`src/rtl/erom_pkg.sv`:
```
// Shared constants and build-time helpers for the expansion ROM window.
// Assumes image sizes are given in bytes and fit in 32 bits.
package erom_pkg;

    localparam int unsigned MIN_ROM_BYTES = 32'd2048;
    localparam int unsigned MAX_ROM_BYTES = 32'd4194304;

    // Smallest power of two >= MIN_ROM_BYTES and >= image (0 -> MIN).
    function automatic int unsigned rom_bytes_f(input int unsigned image);
        int unsigned s;
        s = MIN_ROM_BYTES;
        for (int i = 0; i < 13; i++) begin
            if (s < image) s = s << 1;
        end
        return s;
    endfunction

endpackage

```
`src/rtl/erom_size_cfg.sv`:
```
// Derives the window mask from the image size at elaboration.
// Assumes IMAGE_BYTES == 0 means no ROM fitted; mask is then all zeros.
module erom_size_cfg #(
    parameter int unsigned IMAGE_BYTES = 32'h1234,
    parameter int unsigned ADDR_W      = 32
) (
    output logic [ADDR_W-1:0] size_mask
);
    import erom_pkg::*;

    localparam bit          PRESENT   = (IMAGE_BYTES != 0);
    localparam int unsigned ROM_BYTES = rom_bytes_f(IMAGE_BYTES);
    localparam logic [ADDR_W-1:0] MASK_V =
        PRESENT ? ~ADDR_W'(ROM_BYTES - 1) : '0;

    // Build-time limits on the image size and address width.
    generate
        if (IMAGE_BYTES > MAX_ROM_BYTES) begin : g_too_big
            $error("erom_size_cfg: image exceeds 4 MB window limit");
        end
        if (ADDR_W < 23) begin : g_narrow
            $error("erom_size_cfg: ADDR_W too small for a 4 MB window");
        end
    endgenerate

    // Constant mask output.
    assign size_mask = MASK_V;

endmodule

```
`src/rtl/erom_bar_reg.sv`:
```
// Base register and mapping state machine for the ROM window.
// Assumes size_mask is constant; a zero mask means no ROM, writes ignored.
// A base move while mapped drops the window for one cycle before reopening.
module erom_bar_reg #(
    parameter int unsigned ADDR_W = 32
) (
    input  logic              clk,
    input  logic              rst_n,
    input  logic [ADDR_W-1:0] size_mask,
    input  logic              cfg_wr_en,
    input  logic [ADDR_W-1:0] cfg_wr_data,
    output logic [ADDR_W-1:0] bar_q,
    output logic              mapped_q,
    output logic [ADDR_W-1:0] base_q
);
    logic              present;
    logic [ADDR_W-1:0] keep_mask;
    logic [ADDR_W-1:0] new_base;
    logic              is_sizing;
    logic              want_map;
    logic              pend_q;
    logic [ADDR_W-1:0] pend_base_q;

    // Classify the incoming write.
    always_comb begin
        present   = |size_mask;
        keep_mask = size_mask | ADDR_W'(1);
        new_base  = cfg_wr_data & size_mask;
        is_sizing = (new_base == size_mask);
        want_map  = cfg_wr_data[0] && (|new_base);
    end

    // Register storage, mapping and the deferred reopen after a base move.
    always_ff @(posedge clk) begin
        if (!rst_n) begin
            bar_q       <= '0;
            mapped_q    <= 1'b0;
            base_q      <= '0;
            pend_q      <= 1'b0;
            pend_base_q <= '0;
        end else begin
            if (pend_q) begin
                mapped_q <= 1'b1;
                base_q   <= pend_base_q;
                pend_q   <= 1'b0;
            end
            if (cfg_wr_en && present) begin
                bar_q <= cfg_wr_data & keep_mask;
                if (!is_sizing) begin
                    if (want_map && mapped_q && (base_q != new_base)) begin
                        mapped_q    <= 1'b0;
                        base_q      <= '0;
                        pend_q      <= 1'b1;
                        pend_base_q <= new_base;
                    end else if (want_map) begin
                        mapped_q <= 1'b1;
                        base_q   <= new_base;
                        pend_q   <= 1'b0;
                    end else begin
                        mapped_q <= 1'b0;
                        base_q   <= '0;
                        pend_q   <= 1'b0;
                    end
                end
            end
        end
    end

endmodule

```
`src/rtl/erom_window_dec.sv`:
```
// Combinational address decoder for the mapped ROM window.
// Assumes base is already aligned to the mask when mapped is high.
module erom_window_dec #(
    parameter int unsigned ADDR_W = 32
) (
    input  logic [ADDR_W-1:0] size_mask,
    input  logic              mapped,
    input  logic [ADDR_W-1:0] base,
    input  logic              mem_valid,
    input  logic [ADDR_W-1:0] mem_addr,
    output logic              hit,
    output logic [ADDR_W-1:0] offset
);
    // Compare the masked address and split off the in-window offset.
    always_comb begin
        hit    = mem_valid && mapped && ((mem_addr & size_mask) == base);
        offset = mem_addr & ~size_mask;
    end

endmodule

```
`src/rtl/erom_bar_decoder.sv`:
```
// Top: expansion ROM base register plus memory window decoder.
// Assumes one configuration write per strobe cycle; decode is same-cycle.
module erom_bar_decoder #(
    parameter int unsigned IMAGE_BYTES = 32'h1234,
    parameter int unsigned ADDR_W      = 32
) (
    input  logic              clk,
    input  logic              rst_n,
    input  logic              cfg_wr_en,
    input  logic [ADDR_W-1:0] cfg_wr_data,
    output logic [ADDR_W-1:0] bar_rdata,
    output logic              win_mapped,
    output logic [ADDR_W-1:0] win_base,
    input  logic              mem_valid,
    input  logic [ADDR_W-1:0] mem_addr,
    output logic              rom_hit,
    output logic [ADDR_W-1:0] rom_offset
);
    logic [ADDR_W-1:0] size_mask;

    // Size and mask derivation.
    erom_size_cfg #(.IMAGE_BYTES(IMAGE_BYTES), .ADDR_W(ADDR_W)) u_size (
        .size_mask(size_mask)
    );

    // Register and mapping state.
    erom_bar_reg #(.ADDR_W(ADDR_W)) u_reg (
        .clk        (clk),
        .rst_n      (rst_n),
        .size_mask  (size_mask),
        .cfg_wr_en  (cfg_wr_en),
        .cfg_wr_data(cfg_wr_data),
        .bar_q      (bar_rdata),
        .mapped_q   (win_mapped),
        .base_q     (win_base)
    );

    // Address decode.
    erom_window_dec #(.ADDR_W(ADDR_W)) u_dec (
        .size_mask(size_mask),
        .mapped   (win_mapped),
        .base     (win_base),
        .mem_valid(mem_valid),
        .mem_addr (mem_addr),
        .hit      (rom_hit),
        .offset   (rom_offset)
    );

endmodule

```
`config.mk`:
```
export PLATFORM = sky130hd
export DESIGN_NAME = erom_bar_decoder
export DESIGN_NICKNAME = d
export VERILOG_FILES = /design/src/rtl/erom_pkg.sv /design/src/rtl/erom_size_cfg.sv /design/src/rtl/erom_bar_reg.sv /design/src/rtl/erom_window_dec.sv /design/src/rtl/erom_bar_decoder.sv
export SDC_FILE = /design/constraint.sdc
export NUM_CORES = 1
export LEC_CHECK = 0
export BUFFER_PORTS_ARGS = -buffer_cell sky130_fd_sc_hd__buf_2
export CAP_MARGIN = 30
export CORE_UTILIZATION = 30
export DETAILED_ROUTE_END_ITERATION = 8
export PLACE_DENSITY = 0.55
export SLEW_MARGIN = 20
export SYNTH_ARGS = -nofsm -noshare
export SYNTH_HDL_FRONTEND = slang
export SYNTH_SLANG_ARGS = --single-unit
```
`constraint.sdc`:
```
create_clock -name clk -period 2.15 [get_ports clk]
set_input_delay 0.3225 -clock clk [delete_from_list [all_inputs] [get_ports clk]]
set_output_delay 0.3225 -clock clk [all_outputs]
set_load 0.01 [all_outputs]
```
# Word level (Yosys, flattened, before mapping)
# Cells that the tools add are included.
op_classes:
  shifts: 0
  n_mul: 0
  add_sub_neg: 0
  n_mux: 11
  n_bitwise: 3
  n_div: 0
  n_reduce_logical: 8
  eq_ne: 3
  order_cmp: 0
op_table:
  columns: ["cell", "n"]
  rows:
  - ["32-bit two-way mux", 5]
  - ["32-bit equality test", 1]
  - ["32-bit inequality test", 1]
  - ["19-bit equality test, second input constant", 1]
  - ["19-bit OR reduction", 1]
  - ["1-bit two-way mux", 6]
  - ["1-bit logical AND", 5]
  - ["1-bit NOT", 3]
  - ["3-bit AND reduction", 1]
  - ["3-bit OR reduction", 1]
word_totals:
  elab_cells: 30
  regBits: 73
  mem_bits_rw: 0
  latchBits: 0
  out_inout_bits: 98
  n_memories: 0
  mem_bits_ro: 0

# Logic depth before layout (Yosys ltp)
# Gate-level depths: netlist of run 1.
depth:
  depth_word: 7
  ltp_mapped: 8
  ltp_nobuf: 6

# Cells and area by module
# From an unflattened synthesis of run 1, not the netlist that was laid out.
unflattened:
  hier_cells: 725
  hier_area_um2: 6000.8
modules_own_cells:
  columns: ["mod", "instances", "cells_each", "area_per_inst_um2", "seq_area_each_um2"]
  rows:
  - ["erom_bar_reg", 1, 583, 5073.6, 1961.9]
  - ["erom_window_dec", 1, 108, 679.4, 0.0]
  - ["erom_size_cfg", 1, 34, 247.7, 0.0]

# Worst setup path after synthesis of run 1
# OpenSTA, ideal clock, no wires.
synth_timing:
  path_kind: "reg-to-reg"
  startpoint: "register u_reg.base_q[7]"
  endpoint: "register u_reg.pend_base_q[21]"
  synth_period_minus_slack_ns: 2.048
  stages_incl_launch_ff: 9
  slack_ns: 0.102
  t_arrival_ns: 1.976
  path_cell_list: "dfxtp_1 -> nor4_2 -> nand4_1 -> or4_1 -> o21ai_2 -> or3_2 -> buf_12 -> buf_12 -> mux2i_1"
synth_between:
  elab_chain_len: 3
synth_rtl:
  columns: ["element", "line_no", "source"]
  rows:
  - ["start: declaration", "erom_bar_reg.sv:14", "output logic [ADDR_W-1:0] base_q"]
  - ["start signal: assignment", "erom_bar_reg.sv:44", "base_q <= pend_base_q;"]
  - ["start signal: assignment", "erom_bar_reg.sv:57", "base_q <= new_base;"]
  - ["32-bit inequality test", "erom_bar_reg.sv:50", "if (want_map && mapped_q && (base_q != new_base)) begin"]
  - ["1-bit logical AND", "erom_bar_reg.sv:50", null]
  - ["3-bit AND reduction (no source line)", null, null]
  - ["end signal: assignment", "erom_bar_reg.sv:54", "pend_base_q <= new_base;"]
  - ["end: declaration", "erom_bar_reg.sv:22", "logic [ADDR_W-1:0] pend_base_q;"]
# No other way between the ends.
# A chain may end at the register's enable or synchronous reset.

# Worst setup path in the final report of run 1
layout_timing:
  startpoint: "register u_reg.base_q[20]"
  endpoint: "output rom_hit"
layout_between:
  elab_chain_len: 2
layout_rtl:
  columns: ["element", "line_no", "source"]
  rows:
  - ["32-bit equality test", "erom_window_dec.sv:16", "hit = mem_valid && mapped && ((mem_addr & size_mask) == base);"]
  - ["1-bit logical AND", "erom_window_dec.sv:16", null]
  - ["end: declaration", "erom_bar_decoder.sv:16", "output logic rom_hit,"]
# No other way between the ends.

==> run metrics, run 1 <==
GPL Wtd Cong roughly 0.77; clock sinks 73; Cell variety after synth 27; kind of critical path reg -> out; die height between 100 and 150 um; Post-synth ARST share 0%; total grt overflow 0; Hold Fails Final Rpt 0; CP startpoint kind flip-flop; final non-filler cell area approximately 0.0046 mm2; Die ar. 0.0124 mm2; detailed placement HPWL 6980 um; Initial Utilization between 30 and 40%; largest family of logic cells by synthesized area simple AND/OR/NAND/NOR gates; Avg Inst Size Synth just under 10 um2; wire length on met2 4430 um; post-synthesis register bit count between 70 and 80; Util after Layout between 30% and 40%; worst vdd ir ~0.00042 V; register area about 0.0015 mm2; Critical Path RT between 1.5 and 2 ns; gr usage total 15.4%; Synth Area in Adders 0%; largest area contributor in the synthesized netlist dfxtp_1; area of the multi-input gates around 0.0019 mm2; top-area cell type share of the netlist area between 40% and 50%; met3 wire length between 500 and 600 um; Final nets ~540; Setup TNS Final 0 ns; Num CTS Buffers 9; Max Fclk between 0.4 and 0.5 GHz; Synth Area in XOR/XNOR a little under a tenth; vias in the first global route 2665; outcome complete, but fails checks; clock slew at reported path FFs around 0.060 ns; crit end category primary output; Post-CTS Hold Fix Bufs 0; DRT Wirelength a little over 9000 um; RSZ-0062 raised after global routing true; top post-synthesis cells by area dfxtp_1 41%, mux2i_1 16%, buf_4 9.2%, xor2_1 7.1%, o2bb2ai_1 4.6%; min-delay src cfg_wr_data[0]; global-route wire length before repair 14600 um; highest metal used met4; hold endpoint u_reg.bar_q[0]$_SDFFE_PN0P_; Synth Warn # 0; clock latency on the worst-skew pair 0.34 ns; Synth Area in Simple Gates between 10% and 20%; PwrDens around 740 mW/mm2; CTS tree built; total power 0.00339 W; Post-synth EDFFs 0; Die Width ~110 um; root cell of the clock tree clkbuf_16; row count 39; WP data arrival approximately 1.8 ns; critical-path maximum fanout 3; Synth Area in Compound Gates roughly 5.5%; sequential cell area fraction in the yosys report about two fifths; Post-Synthesis Cells between 300 and 400; Setup crit start u_reg.base_q[20]$_SDFF_PN0_; DR iter-0 viols between 150 and 200; Cell Area, Synth about 0.0036 mm2; H-tree levels 3; final setup skew around 0.01 ns; dpl cell area around 0.0042 mm2; flop2flop setup slack approximately 0.14 ns; DR vias 2839; Post-DRT Antenna Nets 0; P_leak 2.18 nW; DRT Pass-1 Iters 7; R2R depth 7; RR Startpoint u_reg.base_q[7]$_SDFF_PN0_; initial antenna violation count 0; num ports around 170; Layout area overhead 27.6%; ys flop type dfxtp_1; mux contribution to synthesized area between 15 and 20%; failing checks DRC; Tightest Hold Check Type in -> reg; synth cell count leaders 73 x dfxtp_1, 58 x mux2i_1, 44 x buf_4; max cap viols 0; Max Buffers Root-to-Sink 2; metal1 wirelength between 4000 and 5000 um; Routed wire per std cell approximately 15 um; period utilization between 90% and 100%; endpoints failing setup 0; largest net degree at the start of global routing 28; core area between 0.01 and 0.015 mm2; max-slew violations 0; fin crit period approximately 2.1 ns; I/O Buffers 96; share of cells above drive strength 1 roughly 33%; vias per cell roughly 4.6; Hold Path Stages 3; antenna cells 0; cell with the most instances after synthesis dfxtp_1; fillcell total roughly 1100; DR DRC count 30; Critical R2R Capture u_reg.base_q[14]$_SDFF_PN0_
[metrics by stage]
step / hold slack, ns / instances / worst slack [ns]
4_1_cts: 0.263 / 619 / -0.000477
3_5_place_dp: 0.454 / 602 / -0.0536
5_1_grt: 0.293 / 619 / -0.0668
3_3_place_gp: 0.442 / 602 / -0.0195
6_report: 0.268 / 619 / 0.0782
2_1_floorplan: 0.438 / 394 / 0.102
[flip-flops by register name, summed over array words and instances, names as in the netlist]
name               flops
u_reg.pend_base_q     19
u_reg.pend_q           1
u_reg.mapped_q         1
u_reg.base_q          32
u_reg.bar_q           20
[power breakdown]
part | switching (W) | internal, W | total, W
Clock | 0.000604 | 0.000944 | 0.00155
Sequential | 0.0000312 | 0.00140 | 0.00143
Combinational | 0.000234 | 0.000177 | 0.000411
Total | 0.000868 | 0.00252 | 0.00339
[cell families after synthesis]
kind of cell / Yosys count
XOR/XNOR: 38
flip-flops: 73
multiplexers: 58
AO/OA/AOI/OAI: 23
other: 1
buffers and inverters: 62
AND/OR/NAND/NOR: 109
[worst max path at each step]
| stage | to | slack [ns] | cells past startpoint |
|---|---|---|---|
| after floorplan | u_reg.pend_base_q[21]$_SDFFE_PN0P_ | 0.10 | 8 |
| after global placement | u_reg.pend_base_q[27]$_SDFFE_PN0P_ | -0.02 | 7 |
| after detailed placement | u_reg.pend_base_q[23]$_SDFFE_PN0P_ | -0.05 | 7 |
| after CTS | u_reg.base_q[14]$_SDFF_PN0_ | -0.0005 | 7 |
| after global routing | rom_hit | -0.07 | 8 |
| final | rom_hit | 0.08 | 8 |
[per-layer routing]
metal  up-vias  global-route usage, %
met5         -                      0
met4         0                   4.95
met3         9                   4.46
met2       103                   24.9
met1      1335                   19.8
li1       1392                      -
[what timing repair did]
action                     in CTS  in global routing
pin swaps                       2                  4
setup endpoints to repair      40                 40
resized for setup               8                  4
buffers inserted                1                  0
hold endpoints to repair        0                  0
[cells in the final DEF (no fill, tap or decap), types with 2 or more instances in the layout]
| master | n |
|---|---|
| nand2_1 | 40 |
| nand3_1 | 2 |
| buf_12 | 3 |
| nor2b_1 | 20 |
| o2bb2ai_1 | 19 |
| buf_4 | 29 |
| nand4_1 | 9 |
| conb_1 | 31 |
| inv_6 | 3 |
| nor4_2 | 4 |
| xnor2_1 | 9 |
| xor2_1 | 28 |
| dfxtp_1 | 71 |
| buf_2 | 96 |
| nor2_1 | 5 |
| dfxtp_2 | 2 |
| mux2i_1 | 58 |
| and2_1 | 13 |
| clkbuf_16 | 9 |
| nor4_1 | 8 |
[worst max-delay path, cell delays in order, from the launching register on]
cell	delay, ns
dfxtp_2	0.33
xnor2_1	0.14
buf_4	0.15
nand4_1	0.14
nor4_4	0.18
buf_4	0.16
nand3_2	0.06
nor3_2	0.11
buf_2	0.15
[cell type report]
class | count | area share, %
clock buffer | 10 | 5.22
clock inverter | 6 | 1.58
multi-input combinational | 259 | 40.8
sequential | 73 | 32.0
tap | 143 | 3.91
timing repair buffer | 128 | 16.6
No activity file was read; power rests on OpenSTA's default activity.
==> inputs of run 2 (changes only) <==
--- a/config.mk
+++ b/config.mk
@@ -10,7 +10,6 @@
 export CORE_UTILIZATION = 30
 export DETAILED_ROUTE_END_ITERATION = 8
 export PLACE_DENSITY = 0.55
-export SLEW_MARGIN = 20
 export SYNTH_ARGS = -nofsm -noshare
 export SYNTH_HDL_FRONTEND = slang
 export SYNTH_SLANG_ARGS = --single-unit
==> constraint.sdc (replaced) <==
create_clock -name clk -period 1.8 [get_ports clk]
set_input_delay 0.27 -clock clk [delete_from_list [all_inputs] [get_ports clk]]
set_output_delay 0.27 -clock clk [all_outputs]
set_load 0.01 [all_outputs]
==> run 2 against run 1 <==
Compared with the run above:
- the flow finishes with violations (DRC, setup timing)
- cell count grew 5.2%
- clock power grew 28%
- sequential power grew 19%
- via count grew 4.9%
- setup slack lost 0.38 ns
- total power grew 25%
- count of clock-buffer cells in the layout is the same
- register-to-register slack lost 0.44 ns
- critical path depth is the same
- non-clock buffer count grew 29
==> run metrics, run 2 (same netlist as run 1, synthesis figures left out) <==
outcome complete, but fails checks; failing checks DRC, setup timing; Critical Path RT 2.06 ns; share of cells above drive strength 1 around 40%; critical-path maximum fanout 5; commonest non-fill, non-tap cell in the layout buf_2; Final nets ~570; Inst Count DP around 630; kind of critical path reg -> reg; DRT Pass-1 Iters 8; Post-DRT Antenna Nets 0; post-route worst setup slack -0.302 ns; I/O Buffers 96; Die ar. between 0.01 and 0.015 mm2; antenna cells 0; clock sinks 73; max-slew violations 0; Largest regs u_reg.base_q x32, u_reg.bar_q x20, u_reg.pend_base_q x19; die height ~110 um; register bank with the most flops u_reg.base_q; Die Width 111 um; max cap viols 0; CTS tree built; Tightest Hold Check Type in -> reg; clock slew at reported path FFs around 0.060 ns; Util after Layout 43.1%; P_leak about 2.4 nW; fillcell total roughly 1100; num ports 166; Max Fclk around 0.48 GHz; vias in the first global route around 2900; detailed placement HPWL approximately 7300 um; vias per cell ~4.6; Routed wire per std cell 15.5 um; DR iter-0 viols 161; non-filler cells in the finished layout 651; DR vias about 3000; Post-CTS Hold Fix Bufs 0; DRT Wirelength between 10000 and 15000 um; row count 39; core area 0.0115 mm2; gr usage total 16.9%; Hold Fails Final Rpt 0; Num CTS Buffers 9; worst vdd ir between 0.0003 and 0.0004 V; GPL Wtd Cong 0.771; fin crit period 2.10 ns; Layout area overhead 38.2%; commonest cells after routing, fill and taps aside 96 x buf_2, 68 x dfxtp_1, 58 x mux2i_1; DR DRC count 32; max FFs per register 32; total grt overflow 0; RSZ-0062 raised after global routing true; WP data arrival between 2 and 2.5 ns; Max Buffers Root-to-Sink 2; period utilization 117%; largest net degree at the start of global routing 35; worst slew pin tran approximately 0.53 ns; crit end category flip-flop; DP Worst Slack -0.466 ns; root cell of the clock tree clkbuf_16; CP startpoint kind flip-flop; final setup skew between 0.007 and 0.008 ns; initial antenna violation count 0; H-tree levels 3; clock latency on the worst-skew pair around 0.34 ns; PwrDens between 800 and 900 mW/mm2; Initial Utilization 31.2%; relative slew slack ~64%; global-route wire length before repair roughly 16000 um; endpoints failing setup 40
## run 2: changes by cell type in the layout (fill, tap and decap cells not counted), moves of 3 or more
cell	previous run	this run
and3_4	0	4
buf_4	29	55
dfxtp_1	71	68
o2bb2ai_1	19	11
o2bb2ai_2	0	8
xnor2_1	9	6
xnor2_2	0	3
## run 2: layout make-up
class / instances / area [um2] / share of cell area, %
clock buffer: 10 / 239 / 4.82
clock inverter: 6 / 90.1 / 1.82
multi-input combinational: 262 / 1980 / 39.8
sequential: 73 / 1470 / 29.7
tap: 143 / 179 / 3.61
timing repair buffer: 157 / 1000 / 20.2
## run 2: worst max-delay path, stage by stage (launching register included)
cell and delay, ns:
dfxtp_4 0.35, nor4_4 0.27, nand4_1 0.17, or4_4 0.47, o21ai_4 0.17, buf_4 0.14, buf_4 0.11, and3_4 0.24
o2bb2ai_1 0.11
## run 2: worst paths after layout
path	from	cells after the start	end	slack, ns
setup / recovery	u_reg.base_q[2]$_SDFF_PN0_	8	u_reg.base_q[20]$_SDFF_PN0_	-0.30
hold / removal	cfg_wr_data[0]	3	u_reg.bar_q[0]$_SDFFE_PN0P_	0.22
setup reg to reg	u_reg.base_q[2]$_SDFF_PN0_	8	u_reg.base_q[20]$_SDFF_PN0_	-0.30
hold reg to reg	u_reg.pend_base_q[22]$_SDFFE_PN0P_	2	u_reg.pend_base_q[22]$_SDFFE_PN0P_	0.46
## run 2: layer usage
| metal | global-route usage [%] | vias up | part of all wire [%] |
|---|---|---|---|
| met5 | 0 | - | 0 |
| met4 | 8.20 | 0 | 2.6 |
| met3 | 4.46 | 17 | 6.4 |
| met2 | 26.9 | 107 | 46 |
| met1 | 21.1 | 1395 | 45 |
| li1 | - | 1459 | - |
## run 2: through the flow
stage,total power [W],hold slack (ns),cell area (um2),setup TNS [ns]
5_1_grt,0.00439,0.221,4960,-14.19
6_report,0.00423,0.219,4960,-9.95
3_3_place_gp,0.00224,0.444,4360,-18.13
2_1_floorplan,0.00207,0.387,3710,-0.885
3_5_place_dp,0.00224,0.451,4360,-18.25
4_1_cts,0.00428,0.206,4960,-10.24
## run 2: what timing repair did
action / CTS / global route
endpoints found under the setup margin: 40 / 54
resized for setup: 27 / 7
endpoints found under the hold margin: 0 / 0
setup buffers: 8 / 0
pin swaps: 8 / 5
gates cloned: 5 / 0
## run 2: report_power, final
group,internal (W),leakage [nW],switching (W)
Combinational,0.000251,1.64,0.000306
Sequential,0.00167,0.597,0.0000337
Clock,0.00126,0.159,0.000720
Total,0.00317,2.40,0.00106
==> inputs of run 3 (changes only) <==
--- a/config.mk
+++ b/config.mk
@@ -5,7 +5,7 @@
 export SDC_FILE = /design/constraint.sdc
 export NUM_CORES = 1
 export LEC_CHECK = 0
-export BUFFER_PORTS_ARGS = -buffer_cell sky130_fd_sc_hd__buf_2
+export BUFFER_PORTS_ARGS = -buffer_cell sky130_fd_sc_hd__buf_4
 export CAP_MARGIN = 30
 export CORE_UTILIZATION = 30
 export DETAILED_ROUTE_END_ITERATION = 8
==> run 3 against run 2 <==
Compared with the run above:
- the flow still finishes with violations (DRC, setup timing)
- sequential share of layout area down 2.1 points
- first-iteration DRC count down 29%
- register-to-register slack worse by 0.02 ns
- final area up 7.4%
- via count up 0.67%
- clock power down 2%
- combinational power up 11%
- critical path depth down 1
- total power up 0.77%
- cell count up 1.5%
- largest cell class unchanged
==> run metrics, run 3 (same netlist as run 1, synthesis figures left out) <==
Max Buffers Root-to-Sink 2; worst hold margin 0.202 ns; core area roughly 0.012 mm2; CP bufs+invs 1; initial antenna violation count 0; critical-path maximum fanout 5; GR Layer Usage met2 26.9%; DRT Pass-1 Iters 8; Clock Power Share between 40% and 50%; WP data arrival approximately 2.4 ns; row count 39; max cap viols 0; outcome complete, but fails checks; Top Usage Layer GRT met2; I/O Buffers 96; non-filler cells in the finished layout ~660; grt met1 use 21.1%; Post-DRT Antenna Nets 0; H-tree levels 3; Largest regs u_reg.base_q x32, u_reg.bar_q x20, u_reg.pend_base_q x19; Num CTS Buffers 9; clock latency on the worst-skew pair around 0.33 ns; Die ar. around 0.012 mm2; crit end category flip-flop; share of cells above drive strength 1 between 40 and 50%; CTS tree built; Initial Utilization 31.2%; PwrDens between 800 and 900 mW/mm2; Tightest Hold Check Type in -> reg; total grt overflow 0; Pint about 0.0033 W; DRT Wirelength slightly above 10000 um; max-slew violations 0; Crit path max-delay family simple AND/OR/NAND/NOR gates; root cell of the clock tree clkbuf_16; antenna cells 0; CP startpoint kind flip-flop; Post-CTS Hold Fix Bufs 0; gr usage total 16.7%; clock sinks 73; post-route worst setup slack -0.319 ns; die height between 100 and 150 um; Inst Count DP 636; routing usage on met3 4.57%; Util after Layout between 40% and 50%; Max Fclk approximately 0.47 GHz; largest net degree at the start of global routing 34; slowest stage delay, CP about 0.47 ns; sequential power share approximately two fifths; DR vias between 2000 and 3000; Routed wire per std cell about 15 um; vias in the first global route between 2000 and 3000; GPL Wtd Cong 0.781; P_leak about 2.5 nW; kind of critical path reg -> reg; combinational share of power 14.5%; register bank with the most flops u_reg.base_q; max FFs per register 32; Final nets just under 600; failing checks DRC, setup timing; Critical Path RT roughly 2.1 ns; DR DRC count 32; DR iter-0 viols roughly 110; Switch Pwr approximately 0.001 W; vias per cell ~4.5; switching share of power about a quarter; fin crit period ~2.1 ns; final setup skew between 0.006 and 0.007 ns; slowest CP cell or4_4; commonest non-fill, non-tap cell in the layout buf_4; endpoints failing setup between 40 and 50; worst vdd ir 0.000678 V; Cell Chain, Critical Path nor4_4, nand4_1, or4_4, o21ai_4, or3_4, buf_12, mux2i_1; global-route wire length before repair approximately 16000 um; Hold Fails Final Rpt 0; num ports between 150 and 200; clock slew at reported path FFs ~0.060 ns; Die Width between 100 and 150 um; detailed placement HPWL 7370 um; RSZ-0062 raised after global routing true; period utilization 118%; commonest cells after routing, fill and taps aside 159 x buf_4, 68 x dfxtp_1, 58 x mux2i_1; Layout area overhead 48.4%
[run 3: cell count changes in the layout (fill, tap and decap cells not counted), sizes merged]
| cell | before | now |
|---|---|---|
| clkbuf | 10 | 12 |
| buf | 157 | 166 |
| inv | 1 | 0 |
[run 3: repair_timing]
action	4_1_cts	5_1_grt
cloned	4	1
buffers inserted	4	0
pin swaps	6	3
resized for setup	30	7
setup endpoints to repair	40	41
[run 3: layout make-up]
| cell class | count | area, um2 |
|---|---|---|
| Tap cell | 143 | 179 |
| Sequential cell | 73 | 1470 |
| Multi-Input combinational cell | 262 | 2010 |
| Fill cell | 1067 | 6190 |
| Clock buffer | 11 | 253 |
| Timing Repair Buffer | 167 | 1340 |
| Clock inverter | 5 | 77.6 |
[run 3: worst reg2reg max path, delay by kind of cell, from the launching register on]
family                 cells  cell delay [ns]
AO/OA/AOI/OAI              1             0.21
flip-flops                 1             0.33
AND/OR/NAND/NOR            4             1.16
multiplexers               1             0.21
buffers and inverters      1             0.14
[run 3: power groups by stage]
stage	logic (W)	registers [W]	clock network, W
floorplan	0.000308	0.00176	0
global placement	0.000557	0.00174	0
detailed placement	0.000563	0.00174	0
CTS	0.000609	0.00171	0.00199
global route	0.000668	0.00171	0.00206
finish	0.000619	0.00171	0.00194
[run 3: path summary, 6_finish.rpt]
| kind | start | endpoint | slack (ns) | depth (start not counted) |
|---|---|---|---|---|
| max | u_reg.base_q[7]$_SDFF_PN0_ | u_reg.pend_base_q[17]$_SDFFE_PN0P_ | -0.32 | 7 |
| max reg2reg | u_reg.base_q[7]$_SDFF_PN0_ | u_reg.pend_base_q[17]$_SDFFE_PN0P_ | -0.32 | 7 |
| min | cfg_wr_data[13] | u_reg.base_q[13]$_SDFF_PN0_ | 0.20 | 2 |
| min reg2reg | u_reg.pend_base_q[25]$_SDFFE_PN0P_ | u_reg.pend_base_q[25]$_SDFFE_PN0P_ | 0.46 | 2 |
[run 3: routing by layer]
layer  routed length (um)  vias up
met1                 4550     1392
met2                 4710      110
met5                    0        -
met4                  252        0
li1                     -     1481
met3                  675       15
[run 3: metrics by stage]
step | setup slack, ns | TNS [ns] | area [um2] | total power (W)
after floorplan | -0.0885 | -0.885 | 3710 | 0.00207
after global placement | -0.329 | -12.29 | 4700 | 0.00230
after detailed placement | -0.388 | -14.30 | 4700 | 0.00230
after CTS | -0.324 | -10.05 | 5260 | 0.00430
after global routing | -0.400 | -15.07 | 5330 | 0.00444
final | -0.319 | -11.29 | 5330 | 0.00427
